### src/rtl/sd_repack_pkg.sv
package sd_repack_pkg;
    localparam int SD_SAMPLE_W = 10;
    localparam int SD_SLOT_PERIOD = 11;

    typedef enum logic {
        PH_CHROMA = 1'b0,
        PH_LUMA   = 1'b1
    } sample_phase_e;
endpackage

### src/rtl/sd_pair_capture.sv
module sd_pair_capture
    import sd_repack_pkg::*;
#(
    parameter int SAMPLE_W = SD_SAMPLE_W
) (
    input  logic                  clk,
    input  logic                  rst_n,
    input  logic                  clear,
    input  logic                  sync,
    input  logic                  vld,
    input  logic [SAMPLE_W-1:0]   sample,
    output logic                  pair_done,
    output logic [2*SAMPLE_W-1:0] pair_word
);
    typedef struct packed {
        sample_phase_e         phase;
        logic [SAMPLE_W-1:0]   chroma;
    } cap_t;

    cap_t cur_q, cur_d;

    always_comb begin
        cur_d     = cur_q;
        pair_done = 1'b0;
        if (clear) begin
            cur_d.phase = PH_CHROMA;
        end else if (sync) begin
            // re-anchor: a coincident sample is the Cb, otherwise wait for it
            if (vld) begin
                cur_d.chroma = sample;
                cur_d.phase  = PH_LUMA;
            end else begin
                cur_d.phase  = PH_CHROMA;
            end
        end else if (vld) begin
            if (cur_q.phase == PH_CHROMA) begin
                cur_d.chroma = sample;
                cur_d.phase  = PH_LUMA;
            end else begin
                pair_done    = 1'b1;
                cur_d.phase  = PH_CHROMA;
            end
        end
        pair_word = {sample, cur_q.chroma};
    end

    always_ff @(posedge clk or negedge rst_n) begin
        if (!rst_n) begin
            cur_q <= '{phase: PH_CHROMA, chroma: '0};
        end else begin
            cur_q <= cur_d;
        end
    end
endmodule

### src/rtl/sd_slot_timer.sv
module sd_slot_timer
    import sd_repack_pkg::*;
#(
    parameter int PERIOD = SD_SLOT_PERIOD
) (
    input  logic clk,
    input  logic rst_n,
    input  logic clear,
    input  logic start,
    output logic running,
    output logic slot
);
    localparam int CW = (PERIOD > 1) ? $clog2(PERIOD) : 1;

    typedef struct packed {
        logic          run;
        logic [CW-1:0] cnt;
    } tmr_t;

    tmr_t t_q, t_d;

    always_comb begin
        t_d = t_q;
        if (clear) begin
            t_d.run = 1'b0;
            t_d.cnt = '0;
        end else if (!t_q.run) begin
            if (start) begin
                t_d.run = 1'b1;
                t_d.cnt = CW'(1);
            end
        end else if (t_q.cnt == CW'(PERIOD - 1)) begin
            t_d.cnt = '0;
        end else begin
            t_d.cnt = t_q.cnt + CW'(1);
        end
        running = t_q.run;
        slot    = t_q.run && (t_q.cnt == '0);
    end

    always_ff @(posedge clk or negedge rst_n) begin
        if (!rst_n) begin
            t_q <= '{run: 1'b0, cnt: '0};
        end else begin
            t_q <= t_d;
        end
    end
endmodule

### src/rtl/sd_word_repacker.sv
module sd_word_repacker
    import sd_repack_pkg::*;
#(
    parameter int SAMPLE_W = SD_SAMPLE_W,
    parameter int PERIOD   = SD_SLOT_PERIOD
) (
    input  logic                  clk,
    input  logic                  rst_n,
    input  logic                  bypass_en,
    input  logic                  sync_cb,
    input  logic [2*SAMPLE_W-1:0] din,
    input  logic                  din_vld,
    output logic [2*SAMPLE_W-1:0] dout,
    output logic                  dout_vld
);
    localparam int WORD_W = 2 * SAMPLE_W;

    typedef struct packed {
        logic [WORD_W-1:0] held;
        logic              pending;
        logic [WORD_W-1:0] word;
        logic              vld;
    } out_t;

    out_t o_q, o_d;

    logic              pair_done;
    logic [WORD_W-1:0] pair_word;
    logic              tmr_running;
    logic              tmr_slot;
    logic              first_pair;
    logic              emit;

    sd_pair_capture #(.SAMPLE_W(SAMPLE_W)) u_cap (
        .clk       (clk),
        .rst_n     (rst_n),
        .clear     (bypass_en),
        .sync      (sync_cb),
        .vld       (din_vld),
        .sample    (din[SAMPLE_W-1:0]),
        .pair_done (pair_done),
        .pair_word (pair_word)
    );

    sd_slot_timer #(.PERIOD(PERIOD)) u_tmr (
        .clk     (clk),
        .rst_n   (rst_n),
        .clear   (bypass_en),
        .start   (first_pair),
        .running (tmr_running),
        .slot    (tmr_slot)
    );

    always_comb begin
        o_d        = o_q;
        first_pair = !bypass_en && !tmr_running && pair_done;
        emit       = first_pair || (!bypass_en && tmr_slot && (pair_done || o_q.pending));
        if (bypass_en) begin
            o_d.word    = din;
            o_d.vld     = din_vld;
            o_d.pending = 1'b0;
        end else begin
            o_d.vld = emit;
            if (emit) begin
                o_d.word    = pair_done ? pair_word : o_q.held;
                o_d.pending = 1'b0;
            end else if (pair_done) begin
                // off-slot pair waits for the next slot
                o_d.held    = pair_word;
                o_d.pending = 1'b1;
            end
        end
    end

    always_ff @(posedge clk or negedge rst_n) begin
        if (!rst_n) begin
            o_q <= '{held: '0, pending: 1'b0, word: '0, vld: 1'b0};
        end else begin
            o_q <= o_d;
        end
    end

    assign dout     = o_q.word;
    assign dout_vld = o_q.vld;
endmodule

### config.mk
export PLATFORM = sky130hd
export DESIGN_NAME = sd_word_repacker
export DESIGN_NICKNAME = d
export VERILOG_FILES = /design/src/rtl/sd_repack_pkg.sv /design/src/rtl/sd_pair_capture.sv /design/src/rtl/sd_slot_timer.sv /design/src/rtl/sd_word_repacker.sv
export SDC_FILE = /design/constraint.sdc
export NUM_CORES = 1
export LEC_CHECK = 0
export BUFFER_PORTS_ARGS = -buffer_cell sky130_fd_sc_hd__buf_4
export CAP_MARGIN = 20
export CORE_MARGIN = 5
export CORE_UTILIZATION = 45
export DETAILED_ROUTE_END_ITERATION = 7
export PLACE_DENSITY = 0.66
export SLEW_MARGIN = 0
export SYNTH_ARGS = -nofsm -noshare
export SYNTH_HDL_FRONTEND = slang
export SYNTH_SLANG_ARGS = --single-unit
### constraint.sdc
create_clock -name clk -period 5.4 [get_ports clk]
set_input_delay 0.54 -clock clk [delete_from_list [all_inputs] [get_ports clk]]
set_output_delay 0.54 -clock clk [all_outputs]
set_load 0.1 [all_outputs]
Yosys cells after proc, flatten, opt, wreduce, memory -nomap -nowiden
Index checks and enable logic that the tools add are counted.
Widths: inputs -> output; s select.
{"block": "word_totals", "out_inout_bits": 21, "in_bits": 25, "ff_bits": 58}
{"block": "classes", "mux": 21, "bitwise_logic": 2, "reduce_logical": 16, "eq_ne": 2, "addsub": 1}
{"cell": "$mux 20", "count": 2}
{"cell": "$mux 11", "count": 2}
{"cell": "$mux 22", "count": 1}
{"cell": "$mux 10", "count": 2}
{"cell": "$mux 1", "count": 10}
{"cell": "$mux 5", "count": 2}
{"cell": "$reduce_bool 3->1", "count": 3}
{"cell": "$mux 4", "count": 2}
{"cell": "$reduce_and 3->1", "count": 2}
{"cell": "$logic_and 1x1->1", "count": 5}
{"cell": "$add 4x1->4 const B", "count": 1}
{"cell": "$eq 4x4->1 const B", "count": 1}
{"cell": "$logic_not 4->1", "count": 1}
{"cell": "$logic_not 1->1", "count": 2}
{"cell": "$logic_or 1x1->1", "count": 2}
{"cell": "$ne 2x2->1 const B", "count": 1}
{"cell": "$not 1->1", "count": 2}
{"cell": "$reduce_bool 2->1", "count": 1}

Depth between registers and ports, before layout
Gate-level depths: netlist of the first run.
{"block": "logic_depth", "ltp_word": 9, "ltp_mapped": 7, "depth_no_buf": 6}

Hierarchy
A second synthesis of the first run with hierarchy kept.
{"block": "hier_totals", "hier_cells": 291, "hier_area_um2": 3319.4}
{"module": "sd_word_repacker", "cells_per_inst": 212, "seq_area_each_um2": 1051.0, "area_per_inst_um2": 2417.3, "instances": 1}
{"module": "sd_pair_capture", "cells_per_inst": 47, "seq_area_each_um2": 275.3, "area_per_inst_um2": 598.1, "instances": 1}
{"module": "sd_slot_timer", "cells_per_inst": 32, "seq_area_each_um2": 125.1, "area_per_inst_um2": 304.0, "instances": 1}

Least setup slack after synthesis of the first run
No wires, ideal clock.
{"block": "synth_timing", "path_kind": "register -> register", "start": "register u_tmr.t_q[0] in the netlist's numbering", "end": "register o_q, in the netlist dout[10]", "path_slack_ns": 3.686, "stages_incl_launch_ff": 8, "arrival_time_ns": 1.589, "path_cell_list": "dfrtp_1 -> inv_1 -> ha_1 -> nor3b_1 -> nand2_1 -> o21bai_4 -> buf_6 -> mux2_4"}
{"block": "synth_between", "elab_chain_len": 6}
{"item": "start, declared", "line": "sd_slot_timer.sv:20", "rtl": "tmr_t t_q, t_d;"}
{"item": "start signal, assigned", "line": "sd_slot_timer.sv:43", "rtl": "t_q <= '{run: 1'b0, cnt: '0};"}
{"item": "start signal, assigned", "line": "sd_slot_timer.sv:45", "rtl": "t_q <= t_d;"}
{"item": "$logic_not 4->1", "line": "sd_slot_timer.sv:38", "rtl": "slot = t_q.run && (t_q.cnt == '0);"}
{"item": "$logic_and 1x1->1", "line": "sd_slot_timer.sv:38"}
{"item": "$logic_and 1x1->1 (2 in series)", "line": "sd_word_repacker.sv:57", "rtl": "emit = first_pair || (!bypass_en && tmr_slot && (pair_done || o_q.pending));"}
{"item": "$logic_or 1x1->1", "line": "sd_word_repacker.sv:57"}
{"item": "$reduce_bool 2->1 (no source line)"}
{"item": "end signal, assigned", "line": "sd_word_repacker.sv:77", "rtl": "o_q <= '{held: '0, pending: 1'b0, word: '0, vld: 1'b0};"}
{"item": "end, declared", "line": "sd_word_repacker.sv:25", "rtl": "out_t o_q, o_d;"}
Every way passes these cells.
A chain may end at the register's enable or synchronous reset.

Worst setup path in the final report of the first run
{"block": "layout_timing", "start": "input port sync_cb", "end": "register o_q[29] in the netlist's numbering"}
{"block": "layout_between", "elab_chain_len": 7, "elab_cells_between_ends": 8}
{"item": "start, declared", "line": "sd_word_repacker.sv:10", "rtl": "input logic sync_cb,"}
{"item": "$mux 1 (*)", "line": "sd_pair_capture.sv:27", "rtl": "end else if (sync) begin"}
{"item": "$mux 1 (*)", "line": "sd_pair_capture.sv:25", "rtl": "if (clear) begin"}
{"item": "$logic_or 1x1->1", "line": "sd_word_repacker.sv:57"}
{"item": "$logic_and 1x1->1", "line": "sd_word_repacker.sv:57"}
{"item": "$logic_or 1x1->1", "line": "sd_word_repacker.sv:57"}
{"item": "$not 1->1 (no source line)"}
{"item": "$reduce_and 3->1 (no source line) (*)"}
Every way passes the cells marked *; elsewhere a longest branch is shown, timed or not.

==> results of run 1 <==
==> through the flow <==
| stage | setup WS (ns) | util [%] | hold slack (ns) |
|---|---|---|---|
| final | 2.72 | 52.7 | 0.267 |
| after global routing | 2.53 | 52.7 | 0.334 |
| after CTS | 2.68 | 52.7 | 0.292 |
| after detailed placement | 2.34 | 50.0 | 0.475 |
| after global placement | 2.31 | 50.0 | 0.468 |
| after floorplan | 3.69 | - | 0.244 |
==> report_power, final <==
| part | switching, mW | internal, mW |
|---|---|---|
| logic | 0.203 | 0.0891 |
| registers | 0.0224 | 0.470 |
| clock network | 0.165 | 0.206 |
==> worst max path at each step <==
stage / cells past startpoint / start / to
floorplan: 7 / u_tmr.t_q[0]$_DFFE_PN0P_ / dout[10]$_DFFE_PN0P_
global placement: 5 / sync_cb / o_q[29]$_DFFE_PN0P_
detailed placement: 5 / sync_cb / o_q[29]$_DFFE_PN0P_
CTS: 5 / sync_cb / o_q[29]$_DFFE_PN0P_
global route: 5 / sync_cb / o_q[27]$_DFFE_PN0P_
finish: 5 / sync_cb / o_q[29]$_DFFE_PN0P_
==> cells in the mapped netlist <==
| cell | count | area (um2) |
|---|---|---|
| nand2_1 | 23 | 86.3 |
| a31oi_1 | 1 | 6.26 |
| nand3_1 | 2 | 10.0 |
| ha_1 | 3 | 37.5 |
| inv_1 | 5 | 18.8 |
| mux2_2 | 14 | 158 |
| mux2_1 | 17 | 191 |
| a21boi_1 | 1 | 7.51 |
| nand2b_1 | 3 | 18.8 |
| o21ai_0 | 1 | 5.00 |
| a21o_1 | 2 | 15.0 |
| a21oi_1 | 42 | 210 |
| nand3b_1 | 2 | 15.0 |
| nor2_1 | 3 | 11.3 |
| nor3_1 | 3 | 15.0 |
| buf_4 | 22 | 165 |
| mux2_4 | 19 | 285 |
| nor2b_1 | 20 | 125 |
| buf_2 | 5 | 25.0 |
| o21bai_1 | 1 | 7.51 |
| and3b_1 | 1 | 8.76 |
| nor3b_1 | 2 | 15.0 |
| buf_1 | 1 | 3.75 |
| clkbuf_1 | 5 | 18.8 |
| o21bai_4 | 1 | 18.8 |
| buf_6 | 2 | 22.5 |
| dfrtp_1 | 58 | 1450 |
| nor2_4 | 1 | 11.3 |
| a22o_1 | 2 | 17.5 |
==> critical path: stages <==
cell and delay [ns]:
buf_4 0.11, nand3b_1 0.78, nor3_2 0.72, buf_4 0.36, mux2_2 0.36
==> logic make-up (layout without fill, tap and decap cells) <==
family	after synthesis	count (layout)	share of synthesized area, %
compound gates	51	51	9.65
fa+ha+maj	3	3	1.26
buf+inv	40	65	8.52
flops	58	58	48.7
mux	50	50	21.3
simple gates	60	60	10.6
==> layer usage <==
| metal | vias up | wire [um] |
|---|---|---|
| met3 | 10 | 191 |
| met4 | 0 | 93 |
| met2 | 37 | 2660 |
| met1 | 951 | 2850 |
| met5 | - | 0 |
| li1 | 921 | - |
==> final cells by class <==
| type | count | area, um2 |
|---|---|---|
| clock buffer | 10 | 128 |
| tap | 77 | 96.3 |
| multi-input combinational | 164 | 1280 |
| inverter | 5 | 18.8 |
| clock inverter | 4 | 45.0 |
| sequential | 58 | 1450 |
| timing repair buffer | 46 | 345 |
| fill | 566 | 3020 |
==> registers in the layout, summed over array words and instances (netlist names) <==
register         count
o_q                 21
dout_vld             1
u_tmr.t_q            4
dout                20
u_tmr.running        1
u_cap.pair_word     10
u_cap.cur_q          1
==> flow_summary_export.csv, run 1 <==
group,metric,value,unit
layout,nets,312,
floorplanning,io_pins,46,
global_routing,grtUsageMet1,20.4,%
cts,clkLatencyLatePin,0.33,ns
routing,drtAntennaViolNets,0,
pwr,total_power,1.15,mW
synthesis,netlist_area,2980,um2
timing,setup_tns,0,ns
routing,dr.pass1.iters,4,
job,drv_cap,0,
timing,tightest_slew,1.05,ns
layout,mostFrequentLayoutCell,"dfrtp_1",
timing,clock_skew,0.00820,ns
cts,postCtsSetupRepairBufs,0,
global_routing,grt_max_degree,59,
cts,htree_levels,3,
floorplanning,coreArea,6390,um2
cts,clockRootBuffer,"clkbuf_8",
setup_path,crit_required,5.61,ns
timing,final_max_slew_viol_count,0,
cts,postCtsHoldBufs,0,
layout,area_growth,12.9,%
cts,clk_pin_slew,0.07,ns
pwr,p_per_area,343,nW/um2
global_routing,grt_remaining_overflow,0,
global_routing,grt_pass1_vias,2081,
cts,cts_tree,"done",
synthesis,yosysWarnings,0,
setup_path,crit_arrival,2.89,ns
synthesis,avgSynthCellArea,11.4,um2
setup_path,r2r_cells,4,
global_routing,track_usage,14.9,%
setup_path,critPathMaxFanout,23,
pwr,irDropWorstVdd,0.000165,V
timing,hold_viol,0,
routing,drc,0,
layout,final_cells,364,
floorplanning,num_rows,29,
placed_design,dp.cells,350,
global_routing,grt.busiest_layer,"met2",
timing,rsz0062_at_grt,"no",
placed_design,dp_hpwl,3690,um
synthesis,ys_ff_latch,58,
routing,wl,5790,um
routing,wl_per_cell,15.9,um
global_routing,use_met3,3.39,%
setup_path,reg2reg_from,"u_cap.cur_q[10]$_DFFE_PN0P_",
cts,cts_buffer_depth,2,
setup_path,start_kind,"primary input",
cts,clock-sinks,58,
setup_path,r2r-end,"o_q[29]$_DFFE_PN0P_",
routing,drt_iter0_drc,76,
timing,slew_headroom,30.0,%
layout,antenna_cells,0,
layout,layout_common_cells,"58 x dfrtp_1, 46 x buf_4, 42 x a21oi_1",
placed_design,gp_congestion,0.710,
layout,drive_gt1_share,33.1,%
timing,period_share,49.7,%
synthesis,ys_types,29,
routing,via_per_inst,5.27,
global_routing,grt_antenna_before_repair,0,
timing,fmax,0.373,GHz
timing,setup_viol_count_final,0,
status,status,"finished clean",
synthesis,syn-num-nets,290,
routing,vias,1919,
setup_path,critPathCaptureType,"flop",
cts,cts_resized,0,
timing,min_period,2.68,ns
pwr,p_leak,1.63,nW
synthesis,syn_inst,262,
setup_path,crit_type,"primary input to flop",
floorplanning,fp.dieH,91.4,um
floorplanning,initial_core_util,46.7,%
global_routing,met2_usage,22.1,%
placed_design,place_area,3190,um2
hold_path,holdCritPathClass,"primary input to asynchronous set/reset pin",
layout,stdcell_area,3370,um2
floorplanning,die-area,8350,um2
setup_path,r2r_slack,2.75,ns
floorplanning,die_w,91.4,um
global_routing,grt_pass1_wl,10100,um
placed_design,portBuffers,45,
cts,cts_buffers,9,
synthesis,yosysSeqAreaShare,48.7,%
Note: power is estimated with default switching activity, not from simulation.
==> inputs of run 2 (changes only) <==
clock period = 2.5 ns   (was 5.4 ns; I/O delays follow)
==> run 2 against run 1 <==
Compared with the run above:
- the run now ends with hold timing left
- register-to-register slack worse by 2.3 ns
- global-route usage down 0.61 points
- first-iteration DRC count down 6.6%
- hold slack worse by 0.29 ns
- highest routed layer unchanged
==> flow_summary_export.csv, run 2 (same netlist as run 1, synthesis figures left out) <==
group,metric,value,unit
cts,postCtsSetupRepairBufs,0,
pwr,irDropWorstVdd,0.000404,V
timing,period_share,80.8,%
routing,drc,0,
layout,mostFrequentLayoutCell,"dfrtp_1",
layout,nets,317,
timing,setup_viol_count_final,0,
placed_design,dp_slack,0.487,ns
placed_design,gp_congestion,0.827,
cts,cts_buffers,9,
floorplanning,io_pins,46,
setup_path,crit_arrival,2.24,ns
timing,clock_skew,0.00828,ns
status,status,"finished, violations left",
layout,antenna_cells,0,
layout,largest_reg_flops,21,
routing,drtAntennaViolNets,0,
setup_path,crit_required,2.72,ns
timing,tightest_slew,0.727,ns
floorplanning,die-area,8350,um2
layout,regMostFlops,"o_q",
job,drv_cap,0,
floorplanning,fp.dieH,91.4,um
global_routing,grt_remaining_overflow,0,
cts,postCtsHoldBufs,0,
cts,clock-sinks,58,
status,violations,"hold timing",
floorplanning,die_w,91.4,um
timing,hold_ws,-0.0239,ns
setup_path,critPathCaptureType,"flop",
timing,final_max_slew_viol_count,0,
setup_path,start_kind,"flop",
placed_design,portBuffers,45,
cts,cts_buffer_depth,2,
routing,vias,1886,
routing,drt_iter0_drc,71,
layout,fillCellCount,575,
global_routing,grt_antenna_before_repair,0,
routing,dr.pass1.iters,4,
layout,layout_common_cells,"58 x dfrtp_1, 51 x buf_4, 42 x a21oi_1",
placed_design,dp_hpwl,3790,um
layout,area_growth,13.8,%
timing,rsz0062_at_grt,"no",
pwr,p_leak,1.65,nW
hold_path,holdCritPathClass,"primary input to asynchronous set/reset pin",
pwr,p_per_area,719,nW/um2
cts,htree_levels,3,
global_routing,grtUsageMet1,20.8,%
timing,fmax,0.495,GHz
global_routing,met2_usage,20.2,%
timing,setup_tns,0,ns
floorplanning,num_rows,29,
global_routing,grt.busiest_layer,"met1",
cts,cts_tree,"done",
setup_path,crit_type,"flop to flop",
timing,hold_viol,38,
routing,wl_per_cell,15.6,um
global_routing,track_usage,14.3,%
cts,clk_pin_slew,0.07,ns
timing,setup_slack,0.479,ns
global_routing,use_met3,2.81,%
routing,via_per_inst,5.08,
floorplanning,initial_core_util,46.7,%
routing,wl,5780,um
global_routing,grt_pass1_vias,1922,
global_routing,grt_pass1_wl,9580,um
timing,slew_headroom,51.6,%
cts,clockRootBuffer,"clkbuf_8",
setup_path,critPathMaxFanout,15,
layout,drive_gt1_share,34.0,%
timing,min_period,2.02,ns
floorplanning,coreArea,6390,um2
cts,cts_resized,0,
global_routing,grt_max_degree,59,
cts,clkLatencyLatePin,0.33,ns
==> run 2: cell count changes in the layout (fill, tap and decap cells not counted) <==
cell,before,now
clkbuf_8,9,10
clkbuf_1,1,3
bufinv_16,1,0
buf_4,46,51
==> run 2: report_power, final <==
| group | internal (mW) | switching, mW | total (mW) |
|---|---|---|---|
| Combinational | 0.195 | 0.439 | 0.634 |
| Clock | 0.383 | 0.358 | 0.740 |
| Sequential | 1.01 | 0.0498 | 1.06 |
==> run 2: critical path: stages, from the launching register on <==
cell      delay (ns)
dfrtp_1         0.40
inv_1           0.12
ha_1            0.15
nor3b_1         0.29
nand2_1         0.16
o21bai_4        0.13
buf_4           0.31
mux2_1          0.35
==> run 2: per-stage QoR <==
stage | hold WS, ns | power [mW] | area, um2 | std cells | utilization (%)
CTS | 0.00212 | 2.46 | 3390 | 371 | 53.2
floorplan | -0.0456 | 1.62 | 2980 | 262 | -
finish | -0.0239 | 2.44 | 3390 | 371 | 53.2
detailed placement | 0.362 | 1.72 | 3230 | 355 | 50.6
global route | 0.0343 | 2.55 | 3390 | 371 | 53.2
global placement | 0.365 | 1.71 | 3230 | 355 | 50.6
==> run 2: final cells by class <==
type                            instances  area [um2]  share of cell area (%)
Sequential cell                        58        1450                    42.8
Multi-Input combinational cell        164        1280                    37.7
Timing Repair Buffer                   51         383                    11.3
Clock buffer                           13         149                    4.39
Tap cell                               77        96.3                    2.84
Inverter                                5        18.8                   0.553
Clock inverter                          3        15.0                   0.442
==> run 2: worst paths after layout <==
kind	to	depth (start not counted)	slack [ns]	start
min in group clk	o_q[35]$_DFFE_PN0P_	2	0.17	din[3]
max	dout[0]$_DFFE_PN0P_	7	0.48	u_tmr.t_q[0]$_DFFE_PN0P_
max in group asynchronous	o_q[36]$_DFFE_PN0P_	1	2.04	rst_n
min	u_tmr.t_q[3]$_DFFE_PN0P_	1	-0.02	rst_n
max reg2reg	dout[0]$_DFFE_PN0P_	7	0.48	u_tmr.t_q[0]$_DFFE_PN0P_
min reg2reg	o_q[26]$_DFFE_PN0P_	1	0.48	o_q[26]$_DFFE_PN0P_
==> run 2: layer usage <==
metal / vias up / share of wire [%]
met1: 913 / 50
met4: 0 / 1.8
li1: 930 / -
met3: 10 / 2.5
met2: 33 / 46
met5: - / 0
